### src/rtl/hdlc_rx_pkg.sv
package hdlc_rx_pkg;

   typedef enum logic [2:0] {
      PS_BUSY    = 3'b000,
      PS_GOOD    = 3'b001,
      PS_BADCRC  = 3'b010,
      PS_ABORT   = 3'b011,
      PS_OVERRUN = 3'b100,
      PS_SHORT   = 3'b101
   } pkt_stat_e;

   typedef struct packed {
      logic      first;
      pkt_stat_e stat;
      logic [7:0] data;
   } rx_entry_t;

   // reflected CRC update over one octet, LSB first
   function automatic logic [15:0] crc16_octet(input logic [15:0] c,
                                               input logic [7:0]  d,
                                               input logic [15:0] poly_rev);
      logic [15:0] r;
      r = c;
      for (int i = 0; i < 8; i++) begin
         if (r[0] ^ d[i]) r = (r >> 1) ^ poly_rev;
         else             r = r >> 1;
      end
      return r;
   endfunction

endpackage

### src/rtl/hdlc_bit_front.sv
module hdlc_bit_front #(
   parameter int FLAG_RUN  = 6,
   parameter int ABORT_RUN = 7
) (
   input  logic clk,
   input  logic rst_n,
   input  logic bit_valid,
   input  logic bit_in,
   output logic ev_flag,
   output logic ev_abort,
   output logic ev_data,
   output logic data_bit
);
   localparam int CW = $clog2(ABORT_RUN + 1);
   localparam logic [CW-1:0] FLAG_CNT  = CW'(FLAG_RUN);
   localparam logic [CW-1:0] STUFF_CNT = CW'(FLAG_RUN - 1);
   localparam logic [CW-1:0] ABORT_CNT = CW'(ABORT_RUN - 1);
   localparam logic [CW-1:0] SAT_CNT   = CW'(ABORT_RUN);

   if (FLAG_RUN < 2 || ABORT_RUN <= FLAG_RUN) begin : g_bad_runs
      $error("hdlc_bit_front: need 2 <= FLAG_RUN < ABORT_RUN");
   end

   logic [CW-1:0] ones_q;
   logic          stuffed;

   always_comb begin
      ev_flag  = bit_valid && !bit_in && (ones_q == FLAG_CNT);
      stuffed  = bit_valid && !bit_in && (ones_q == STUFF_CNT);
      ev_abort = bit_valid &&  bit_in && (ones_q == ABORT_CNT);
      ev_data  = bit_valid && !ev_flag && !ev_abort && !stuffed;
      data_bit = bit_in;
   end

   always_ff @(posedge clk or negedge rst_n) begin
      if (!rst_n) begin
         ones_q <= '0;
      end else if (bit_valid) begin
         if (!bit_in)                ones_q <= '0;
         else if (ones_q != SAT_CNT) ones_q <= ones_q + CW'(1);
      end
   end

   // a line bit is at most one of flag end, abort or payload bit
   a_r2_events_exclusive: assert property (@(posedge clk) disable iff (!rst_n)
      $onehot0({ev_flag, ev_abort, ev_data}));

   // the bit after a flag starts a fresh run of ones
   a_r1_flag_resets_run: assert property (@(posedge clk) disable iff (!rst_n)
      ev_flag |=> (ones_q == '0));

endmodule

### src/rtl/hdlc_frame_asm.sv
module hdlc_frame_asm
   import hdlc_rx_pkg::*;
#(
   parameter int          FCS_BYTES    = 2,
   parameter int          MIN_OK_BYTES = 4,
   parameter logic [15:0] CRC_INIT     = 16'hFFFF,
   parameter logic [15:0] CRC_POLY_REV = 16'h8408,
   parameter logic [15:0] CRC_RESIDUE  = 16'hF0B8
) (
   input  logic      clk,
   input  logic      rst_n,
   input  logic      ev_flag,
   input  logic      ev_abort,
   input  logic      ev_data,
   input  logic      data_bit,
   input  logic      fifo_full,
   output logic      push,
   output rx_entry_t push_entry
);
   localparam int HOLD = FCS_BYTES + 1;
   localparam int HW   = $clog2(HOLD + 1);
   localparam int TW   = $clog2(MIN_OK_BYTES + 1);
   localparam logic [HW-1:0] HOLD_FULL = HW'(HOLD);
   localparam logic [TW-1:0] TOT_SAT   = TW'(MIN_OK_BYTES);

   if (FCS_BYTES < 1 || MIN_OK_BYTES <= FCS_BYTES) begin : g_bad_len
      $error("hdlc_frame_asm: need 1 <= FCS_BYTES < MIN_OK_BYTES");
   end

   logic            open_q;
   logic [2:0]      bitcnt_q;
   logic [7:0]      sr_q;
   logic [15:0]     crc_q;
   logic [TW-1:0]   total_q;
   logic [HW-1:0]   hcnt_q;
   logic [7:0]      hold_q [HOLD];
   logic            pushed_q;
   logic            pend_q;
   rx_entry_t       pend_q_entry;

   logic            byte_done, spill, close_ev, abort_end, cand_valid, overflow;
   logic [7:0]      new_byte;
   rx_entry_t       cand;

   always_comb begin
      new_byte   = {data_bit, sr_q[7:1]};
      byte_done  = open_q && ev_data && (bitcnt_q == 3'd7);
      spill      = byte_done && (hcnt_q == HOLD_FULL);
      close_ev   = open_q && ev_flag  && (total_q != '0);
      abort_end  = open_q && ev_abort && (total_q != '0);
      cand_valid = spill || close_ev || abort_end;
      overflow   = cand_valid && fifo_full;

      cand.first = !pushed_q;
      cand.data  = hold_q[0];
      if (spill)                                   cand.stat = PS_BUSY;
      else if (abort_end)                          cand.stat = PS_ABORT;
      else if (total_q < TOT_SAT)                  cand.stat = PS_SHORT;
      else if (bitcnt_q != 3'd7 || crc_q != CRC_RESIDUE) cand.stat = PS_BADCRC;
      else                                         cand.stat = PS_GOOD;

      push       = !fifo_full && (cand_valid || pend_q);
      push_entry = pend_q ? pend_q_entry : cand;
   end

   always_ff @(posedge clk or negedge rst_n) begin
      if (!rst_n) begin
         open_q       <= 1'b0;
         bitcnt_q     <= '0;
         sr_q         <= '0;
         crc_q        <= CRC_INIT;
         total_q      <= '0;
         hcnt_q       <= '0;
         pushed_q     <= 1'b0;
         pend_q       <= 1'b0;
         pend_q_entry <= '0;
         for (int i = 0; i < HOLD; i++) hold_q[i] <= '0;
      end else begin
         if (pend_q && !fifo_full) pend_q <= 1'b0;

         if (overflow) begin
            pend_q             <= 1'b1;
            pend_q_entry.first <= cand.first;
            pend_q_entry.stat  <= PS_OVERRUN;
            pend_q_entry.data  <= cand.data;
            open_q             <= 1'b0;
         end else if (ev_flag) begin
            if (!pend_q) open_q <= 1'b1;
            bitcnt_q <= '0;
            total_q  <= '0;
            hcnt_q   <= '0;
            pushed_q <= 1'b0;
            crc_q    <= CRC_INIT;
         end else if (ev_abort) begin
            open_q <= 1'b0;
         end else if (open_q && ev_data) begin
            sr_q     <= new_byte;
            bitcnt_q <= bitcnt_q + 3'd1;
            if (byte_done) begin
               crc_q <= crc16_octet(crc_q, new_byte, CRC_POLY_REV);
               if (total_q != TOT_SAT) total_q <= total_q + TW'(1);
               if (spill) begin
                  for (int i = 0; i < HOLD - 1; i++) hold_q[i] <= hold_q[i+1];
                  hold_q[HOLD-1] <= new_byte;
                  pushed_q       <= 1'b1;
               end else begin
                  for (int i = 0; i < HOLD; i++)
                     if (hcnt_q == HW'(i)) hold_q[i] <= new_byte;
                  hcnt_q <= hcnt_q + HW'(1);
               end
            end
         end
      end
   end

   // while an overrun entry waits, the receiver stays out of any frame
   a_r6_pending_blocks_rx: assert property (@(posedge clk) disable iff (!rst_n)
      pend_q |-> !open_q);

   // a too-short frame yields a single entry that opens its message
   a_r7_short_is_first: assert property (@(posedge clk) disable iff (!rst_n)
      (push && push_entry.stat == PS_SHORT) |-> push_entry.first);

   // seven ones leave the frame
   a_r5_abort_leaves_frame: assert property (@(posedge clk) disable iff (!rst_n)
      (open_q && ev_abort) |=> !open_q);

endmodule

### src/rtl/hdlc_rx_fifo.sv
module hdlc_rx_fifo
   import hdlc_rx_pkg::*;
#(
   parameter int DEPTH = 4
) (
   input  logic       clk,
   input  logic       rst_n,
   input  logic       wr_en,
   input  rx_entry_t  wr_entry,
   input  logic       rd_en,
   output logic       full,
   output logic       empty,
   output logic       head_first,
   output logic [7:0] rd_data_o,
   output logic [2:0] rd_status_o
);
   localparam int PW = (DEPTH > 1) ? $clog2(DEPTH) : 1;
   localparam int CW = $clog2(DEPTH + 1);
   localparam logic [CW-1:0] CNT_FULL = CW'(DEPTH);

   if (DEPTH < 2) begin : g_bad_depth
      $error("hdlc_rx_fifo: DEPTH must be at least 2");
   end

   rx_entry_t     mem_q [DEPTH];
   logic [PW-1:0] wptr_q, rptr_q, wptr_nxt, rptr_nxt;
   logic [CW-1:0] cnt_q;
   logic          do_wr, do_rd;

   if ((DEPTH & (DEPTH - 1)) == 0) begin : g_pow2
      assign wptr_nxt = wptr_q + PW'(1);
      assign rptr_nxt = rptr_q + PW'(1);
   end else begin : g_wrap
      assign wptr_nxt = (wptr_q == PW'(DEPTH - 1)) ? '0 : wptr_q + PW'(1);
      assign rptr_nxt = (rptr_q == PW'(DEPTH - 1)) ? '0 : rptr_q + PW'(1);
   end

   always_comb begin
      full       = (cnt_q == CNT_FULL);
      empty      = (cnt_q == '0);
      do_wr      = wr_en && !full;
      do_rd      = rd_en && !empty;
      head_first = !empty && mem_q[rptr_q].first;
   end

   always_ff @(posedge clk or negedge rst_n) begin
      if (!rst_n) begin
         wptr_q      <= '0;
         rptr_q      <= '0;
         cnt_q       <= '0;
         rd_data_o   <= '0;
         rd_status_o <= PS_BUSY;
         for (int i = 0; i < DEPTH; i++) mem_q[i] <= '0;
      end else begin
         if (do_wr) begin
            mem_q[wptr_q] <= wr_entry;
            wptr_q        <= wptr_nxt;
         end
         if (do_rd) begin
            rd_data_o   <= mem_q[rptr_q].data;
            rd_status_o <= mem_q[rptr_q].stat;
            rptr_q      <= rptr_nxt;
         end
         if (do_wr && !do_rd)      cnt_q <= cnt_q + CW'(1);
         else if (do_rd && !do_wr) cnt_q <= cnt_q - CW'(1);
      end
   end

   // the assembler never offers an entry to a full FIFO
   a_r6_no_write_when_full: assert property (@(posedge clk) disable iff (!rst_n)
      wr_en |-> !full);

   // a read of an empty FIFO changes nothing the host sees
   a_r11_empty_read_inert: assert property (@(posedge clk) disable iff (!rst_n)
      (rd_en && empty) |=> ($stable(rd_data_o) && $stable(rd_status_o)));

   // occupancy stays within the storage
   a_r9_count_bound: assert property (@(posedge clk) disable iff (!rst_n)
      cnt_q <= CNT_FULL);

endmodule

### src/rtl/hdlc_rx_status.sv
module hdlc_rx_status
   import hdlc_rx_pkg::*;
#(
   parameter int FIFO_DEPTH   = 4,
   parameter int MIN_OK_BYTES = 4
) (
   input  logic       clk,
   input  logic       rst_n,
   input  logic       bit_valid,
   input  logic       bit_in,
   input  logic       rd_en,
   output logic [7:0] rd_data,
   output logic [2:0] rd_status,
   output logic       rd_empty,
   output logic       next_is_first
);
   logic      ev_flag, ev_abort, ev_data, data_bit;
   logic      fifo_full, push;
   rx_entry_t push_entry;

   hdlc_bit_front #(
      .FLAG_RUN  (6),
      .ABORT_RUN (7)
   ) u_front (
      .clk       (clk),
      .rst_n     (rst_n),
      .bit_valid (bit_valid),
      .bit_in    (bit_in),
      .ev_flag   (ev_flag),
      .ev_abort  (ev_abort),
      .ev_data   (ev_data),
      .data_bit  (data_bit)
   );

   hdlc_frame_asm #(
      .FCS_BYTES    (2),
      .MIN_OK_BYTES (MIN_OK_BYTES)
   ) u_asm (
      .clk        (clk),
      .rst_n      (rst_n),
      .ev_flag    (ev_flag),
      .ev_abort   (ev_abort),
      .ev_data    (ev_data),
      .data_bit   (data_bit),
      .fifo_full  (fifo_full),
      .push       (push),
      .push_entry (push_entry)
   );

   hdlc_rx_fifo #(
      .DEPTH (FIFO_DEPTH)
   ) u_fifo (
      .clk         (clk),
      .rst_n       (rst_n),
      .wr_en       (push),
      .wr_entry    (push_entry),
      .rd_en       (rd_en),
      .full        (fifo_full),
      .empty       (rd_empty),
      .head_first  (next_is_first),
      .rd_data_o   (rd_data),
      .rd_status_o (rd_status)
   );

   // a first-octet mark needs an octet waiting
   a_r10_first_needs_data: assert property (@(posedge clk) disable iff (!rst_n)
      next_is_first |-> !rd_empty);

endmodule

### config.mk
export PLATFORM = sky130hd
export DESIGN_NAME = hdlc_rx_status
export DESIGN_NICKNAME = d
export VERILOG_FILES = /design/src/rtl/hdlc_rx_pkg.sv /design/src/rtl/hdlc_bit_front.sv /design/src/rtl/hdlc_frame_asm.sv /design/src/rtl/hdlc_rx_fifo.sv /design/src/rtl/hdlc_rx_status.sv
export SDC_FILE = /design/constraint.sdc
export NUM_CORES = 1
export LEC_CHECK = 0
export BUFFER_PORTS_ARGS = -buffer_cell sky130_fd_sc_hd__buf_2
export CAP_MARGIN = 20
export CORE_MARGIN = 5
export CORE_UTILIZATION = 65
export CTS_BUF_LIST = sky130_fd_sc_hd__clkbuf_4 sky130_fd_sc_hd__clkbuf_8
export DETAILED_ROUTE_END_ITERATION = 10
export GPL_TIMING_DRIVEN = 0
export PLACE_DENSITY = 0.83
export SYNTH_ARGS = -nofsm -noshare
export SYNTH_HDL_FRONTEND = slang
export SYNTH_SLANG_ARGS = --single-unit
### constraint.sdc
create_clock -name clk -period 3.77 [get_ports clk]
set_clock_uncertainty 0.15 [all_clocks]
set_input_delay 0.1885 -clock clk [delete_from_list [all_inputs] [get_ports clk]]
set_output_delay 0.1885 -clock clk [all_outputs]
set_load 0.05 [all_outputs]
-- Word-level counts from Yosys, hierarchy flattened
Cells that the tools add are included.
- equal/unequal tests: 15
- muxes and demuxes: 90
- bitwise gates (word level): 21
- reductions and logical operators: 61
- add/subtract/negate cells: 8
- $lt $le $gt $ge: 4
- operators with widths (cell ; count):
    $mux 16 ; 47
    $bwmux 48 ; 1
    $mux 12 ; 4
    $mux 3 ; 15
    $not 2->3 ; 10
    $bmux 12 s2 ; 1
    $demux 12 s2 ; 1
    $logic_and 1x1->1 ; 24
    $mux 24 ; 1
    $mux 8 ; 3
    $reduce_and 6->1 ; 3
    $reduce_bool 2->1 ; 9
    $ne 16x16->1 const B ; 1
    $reduce_and 5->1 ; 3
    $add 3x1->3 const B ; 4
    $eq 3x3->1 const B ; 4
    $mux 2 ; 6
    $ne 3x3->1 const B ; 4
    $mux 1 ; 11
    $logic_not 1->1 ; 9
    $reduce_and 4->1 ; 2
    $xor 1x1->1 ; 8
    $add 2x1->2 const B ; 3
    $ge 3x3->1 const B ; 2
    13 further kinds ; 23
- output and inout bits: 13
- word-level logic and storage cells: 231
- input port bits: 5
- bits in registers: 138

-- Logic depth before layout (Yosys ltp)
- word-level depth: 62
- depth in mapped cells: 12

-- Cells and area by module
From an unflattened synthesis, not the netlist that was laid out.
- cell total of the unflattened synthesis: 502
- area total of the unflattened synthesis: 6627.6 sq um
- modules (own cells, without submodules) (module ; area each (sq um) ; cells each ; seq. area each (sq um) ; instances):
    hdlc_frame_asm ; 3454.6 ; 300 ; 1721.7 ; 1
    hdlc_rx_fifo ; 2937.8 ; 177 ; 1651.6 ; 1
    hdlc_bit_front ; 235.2 ; 25 ; 75.1 ; 1

-- Worst setup path before layout
No wires, ideal clock.
- path kind: flip-flop to flip-flop
- start point: register u_fifo.cnt_q[0]
- end point: register u_fifo.cnt_q[2]
- library setup time: 0.079 ns
- cell stages (with the launch flop): 11
- arrival time: 3.331 ns
- data required time: 3.541 ns
- clock period less this slack: 3.560 ns
- path slack: 0.210 ns
- path through: dfrtp_1 -> nor3_1 -> nand2b_1 -> clkbuf_1 -> buf_2 -> ha_1 -> inv_1 -> fa_1 -> xor2_1 -> nor2_1 -> xor2_1
- elaborated cells on any way between the ends: 16
- RTL lines (what ; line ; source):
    start, declared ; hdlc_rx_fifo.sv:27 ; logic [CW-1:0] cnt_q;
    start signal, assigned ; hdlc_rx_fifo.sv:64 ; if (do_wr && !do_rd) cnt_q <= cnt_q + CW'(1);
    start signal, assigned ; hdlc_rx_fifo.sv:65 ; else if (do_rd && !do_wr) cnt_q <= cnt_q - CW'(1);
    $logic_not 3->1 * ; hdlc_rx_fifo.sv:40 ; empty = (cnt_q == '0);
    net rd_empty ; hdlc_rx_status.sv:14 ; output logic rd_empty,
    $logic_not 1->1 * ; hdlc_rx_fifo.sv:42 ; do_rd = rd_en && !empty;
    $logic_and 1x1->1 * ; hdlc_rx_fifo.sv:42 ;
    $logic_not 1->1 ; hdlc_rx_fifo.sv:64 ;
    $logic_and 1x1->1 ; hdlc_rx_fifo.sv:64 ;
    $mux 3 or $reduce_bool 2->1 (tied branches) ; -- ;
Mark *: on every way through the listed nets, which the timed path passes. The rest lies on a longest branch. The select of a mux whose other input is x is not followed.
A chain may end at the register's enable or synchronous reset.

-- Worst setup path in the final report
- start point: register u_asm.hcnt_q[0]
- end point: register u_fifo.cnt_q[2]
- word-level cells in the longest chain between the ends: 10
- elaborated cells on any way between the ends: 12
- RTL lines (what ; line ; source):
    start, declared ; hdlc_frame_asm.sv:35 ; logic [HW-1:0] hcnt_q;
    start signal, assigned ; hdlc_frame_asm.sv:109 ; hcnt_q <= hcnt_q + HW'(1);
    $eq 2x2->1 * ; hdlc_frame_asm.sv:48 ; spill = byte_done && (hcnt_q == HOLD_FULL);
    $logic_and 1x1->1 * ; hdlc_frame_asm.sv:48 ;
    $logic_or 1x1->1 * (2 in series) ; hdlc_frame_asm.sv:51 ; cand_valid = spill || close_ev || abort_end;
    $logic_or 1x1->1 * ; hdlc_frame_asm.sv:62 ; push = !fifo_full && (cand_valid || pend_q);
    $logic_and 1x1->1 * ; hdlc_frame_asm.sv:62 ;
    $logic_and 1x1->1 * ; hdlc_rx_fifo.sv:41 ; do_wr = wr_en && !full;
    net u_fifo.do_wr ; hdlc_rx_fifo.sv:28 ; logic do_wr, do_rd;
    $logic_not 1->1 ; hdlc_rx_fifo.sv:65 ;
    $logic_and 1x1->1 ; hdlc_rx_fifo.sv:65 ;
    $reduce_bool 2->1 (no source line) ; -- ;
Mark *: on every way through the listed nets, which the timed path passes. The rest lies on a longest branch.

==> flow_summary.yaml <==
outcome:
  outcome: "finished, final reports clean"
floorplan:
  row_count: 36
  start_util: 0.6695
  core-area_um2: 9774
  die_w_um: 110.3
  die_y_um: 110.3
  die_area_um2: 12170
  num_io_pins: 18
power_and_ir_drop:
  vdd_drop_max_mv: 0.6215
  p_leak_nw: 3.419
  p_per_area_nw_per_um2: 602.0
  total_power_mw: 4.320
critical_path:
  arrival_ps: 3310
  crit_required_ps: 3980
  critPathMaxFanout: 8
  crit_type: "flop to flop"
  startpoint_type: "flop"
  end_kind: "flop"
grt:
  grt_usage: 0.2495
  grt_max_degree: 109
  grt_pass1_wl_um: 22720
  antenna_found_initial: 0
  grt_pass1_vias: 4737
  grt_overflow: 0
yosys:
  async_flop_share: 1.000
  ys_warn_count: 0
  ys_seq_area_frac: 0.5270
  yosysTopAreaCellShare: 0.4627
  syn-num-nets: 617
  yosysTopAreaCell: "dfrtp_1"
  synthCells: 594
  synth_area_um2: 6544
  ys.flop_type: "dfrtp_1"
  synth_edf_count: 0
  ys_ff_latch: 137
  synthTopCellsByArea: "dfrtp_1, dfstp_2, mux2_2"
  synth_cell_type_count: 54
  syn_avg_cell_area_um2: 11.02
route:
  wl_um: 13480
  routed_via_density: 5.907
  initialDrtViolationCount: 295
  routed-via-count: 4578
  drtPass1Iterations: 7
  ant_nets: 0
  wl_per_cell_um: 17.39
  drc: 0
cts:
  clk_latency_ps: 440
  clkSlewWorstSetupHoldPaths_ps: 70
  cts.sinks: 137
  cts_tree: "done"
  clock-root-buffer: "clkbuf_8"
  htreeDepth: 4
  clk_path_buf_depth: 2
  cts_made_buffers: 17
  cts_setup_buffers: 0
worst_hold_path:
  hold_path.class: "input port to async pin"
cells_and_area:
  layout_common_cells: "dfrtp_1, nand2_1, nor2_1"
  final_nets: 656
  diodes: 0
  final_layout_size_suffix_gt1_frac: 0.2150
  area_growth_syn_to_layout_pct: 9.656
  final_common_cell: "dfrtp_1"
flow_run:
  cap_violations: 0
sta:
  setup_viol: 0
  rsz0062_at_grt: "no"
  worst_pin_slew_ps: 695.1
  min_period_ps: 3103
  clock.fmax_mhz: 322.3
  relSlewSlack: 0.5366
  final_hold_viol_count: 0
  tns_ps: 0
  finalCritPeriodShare: 0.8230
  slew_viol_final: 0
place:
  gp_congestion: 0.8698
  portBuffers: 17
  dp_hpwl_um: 9607
[cell type report]
class | count | area [um2]
well taps | 133 | 166.4
plain buffers | 33 | 162.7
clock buffers | 24 | 305.3
flip-flops and latches | 137 | 3448
clock inverters | 4 | 21.27
multi-input cells | 410 | 2880
fillers | 713 | 2599
inverters | 14 | 52.55
repair buffers | 20 | 138.9
[state kept, by name, summed over array words and instances, names as in the netlist, 2 cells and up]
| name | count |
|---|---|
| u_fifo.rd_data_o | 8 |
| u_asm.pend_q_entry | 10 |
| u_fifo.rptr_q | 2 |
| u_fifo.rd_status_o | 3 |
| u_asm.cand | 8 |
| u_asm.crc_q | 16 |
| u_asm.bitcnt_q | 3 |
| u_front.ones_q | 3 |
| u_fifo.mem_q | 48 |
| u_asm.hold_q | 16 |
| u_asm.sr_q | 7 |
| u_fifo.cnt_q | 3 |
| u_asm.total_q | 3 |
| u_asm.hcnt_q | 2 |
| u_fifo.wptr_q | 2 |
[through the flow]
| step | cells | instance area, um2 | utilization | hold slack, ps | setup WS (ps) |
|---|---|---|---|---|---|
| detailed placement | 745 | 6829 | 0.6987 | -68.92 | 748.9 |
| global route | 775 | 7176 | 0.7341 | 30.05 | 476.0 |
| CTS | 775 | 7176 | 0.7341 | 26.64 | 683.2 |
| floorplan | 594 | 6544 | - | -257.1 | 210.3 |
| finish | 775 | 7176 | 0.7341 | 41.75 | 667.4 |
| global placement | 744 | 6795 | 0.6952 | 300.1 | 679.0 |
[synth_stat cells, types with 2 or more instances]
library cell  number
o21ai_2            2
nand3_1            3
nor3_1             2
ha_1              17
buf_2             16
o21ai_0           43
mux2_2            28
buf_4              3
dfrtp_1          121
nand2_1           78
a31oi_1            3
a21oi_1           51
inv_1             14
and3_1             2
a22o_1             9
o221ai_2           3
dfstp_2           16
nor2_1            63
mux4_2            12
nand4_1            4
xor2_1            13
clkbuf_1          13
nand2b_1           5
nand3_2            2
mux2i_1           25
xnor2_1           17
a32o_1             2
[layer usage]
layer | share of wire | global-route usage | vias to the layer above
met5 | 0 | 0 | -
met4 | 0.018 | 0.1029 | 0
met3 | 0.046 | 0.06989 | 28
met2 | 0.52 | 0.4324 | 125
met1 | 0.42 | 0.2925 | 2294
li1 | - | - | 2131
[cell families (layout without fill, tap and decap cells)]
logic type | after synthesis | count (layout) | share of synthesized area
multiplexers | 65 | 65 | 0.1277
adder cells (fa/ha/maj) | 18 | 18 | 0.03556
buffers and inverters | 47 | 95 | 0.03289
AND/OR/NAND/NOR | 171 | 171 | 0.1138
XOR/XNOR | 30 | 30 | 0.04015
flip-flops | 137 | 137 | 0.5270
AO/OA/AOI/OAI | 126 | 126 | 0.1229
[worst paths after layout]
path | start | endpoint | depth (start not counted) | slack [ps]
hold / removal | rst_n | u_asm.open_q | 2 | 40
setup reg to reg | u_asm.hcnt_q[0] | u_fifo.cnt_q[2] | 11 | 670
hold reg to reg | u_asm.pend_q_entry[3] | u_asm.pend_q_entry[3] | 2 | 330
max in group asynchronous | rst_n | u_asm.crc_q[5] | 3 | 2610
setup / recovery | u_asm.hcnt_q[0] | u_fifo.cnt_q[2] | 11 | 670
min in group clk | rd_en | u_fifo.rd_data_o[1] | 4 | 180
[what timing repair did]
item,CTS,global route
hold buffers,2,0
hold endpoints to repair,138,0
resized for setup,0,0
[critical path, stage by stage, from the launching register on]
cell,delay [ps]
dfrtp_1,410
ha_1,160
buf_2,220
and2_2,260
a41oi_4,220
a21oi_4,330
ha_1,250
inv_1,70
fa_1,440
xor2_1,180
nor2_1,140
xor2_1,180
[report_power, final]
part,internal [mW],leakage [nW],switching [mW]
combinational,0.578,1.44,0.729
clock,0.517,0.172,0.504
sequential,1.74,1.81,0.250
(Power assumes the default switching activity.)
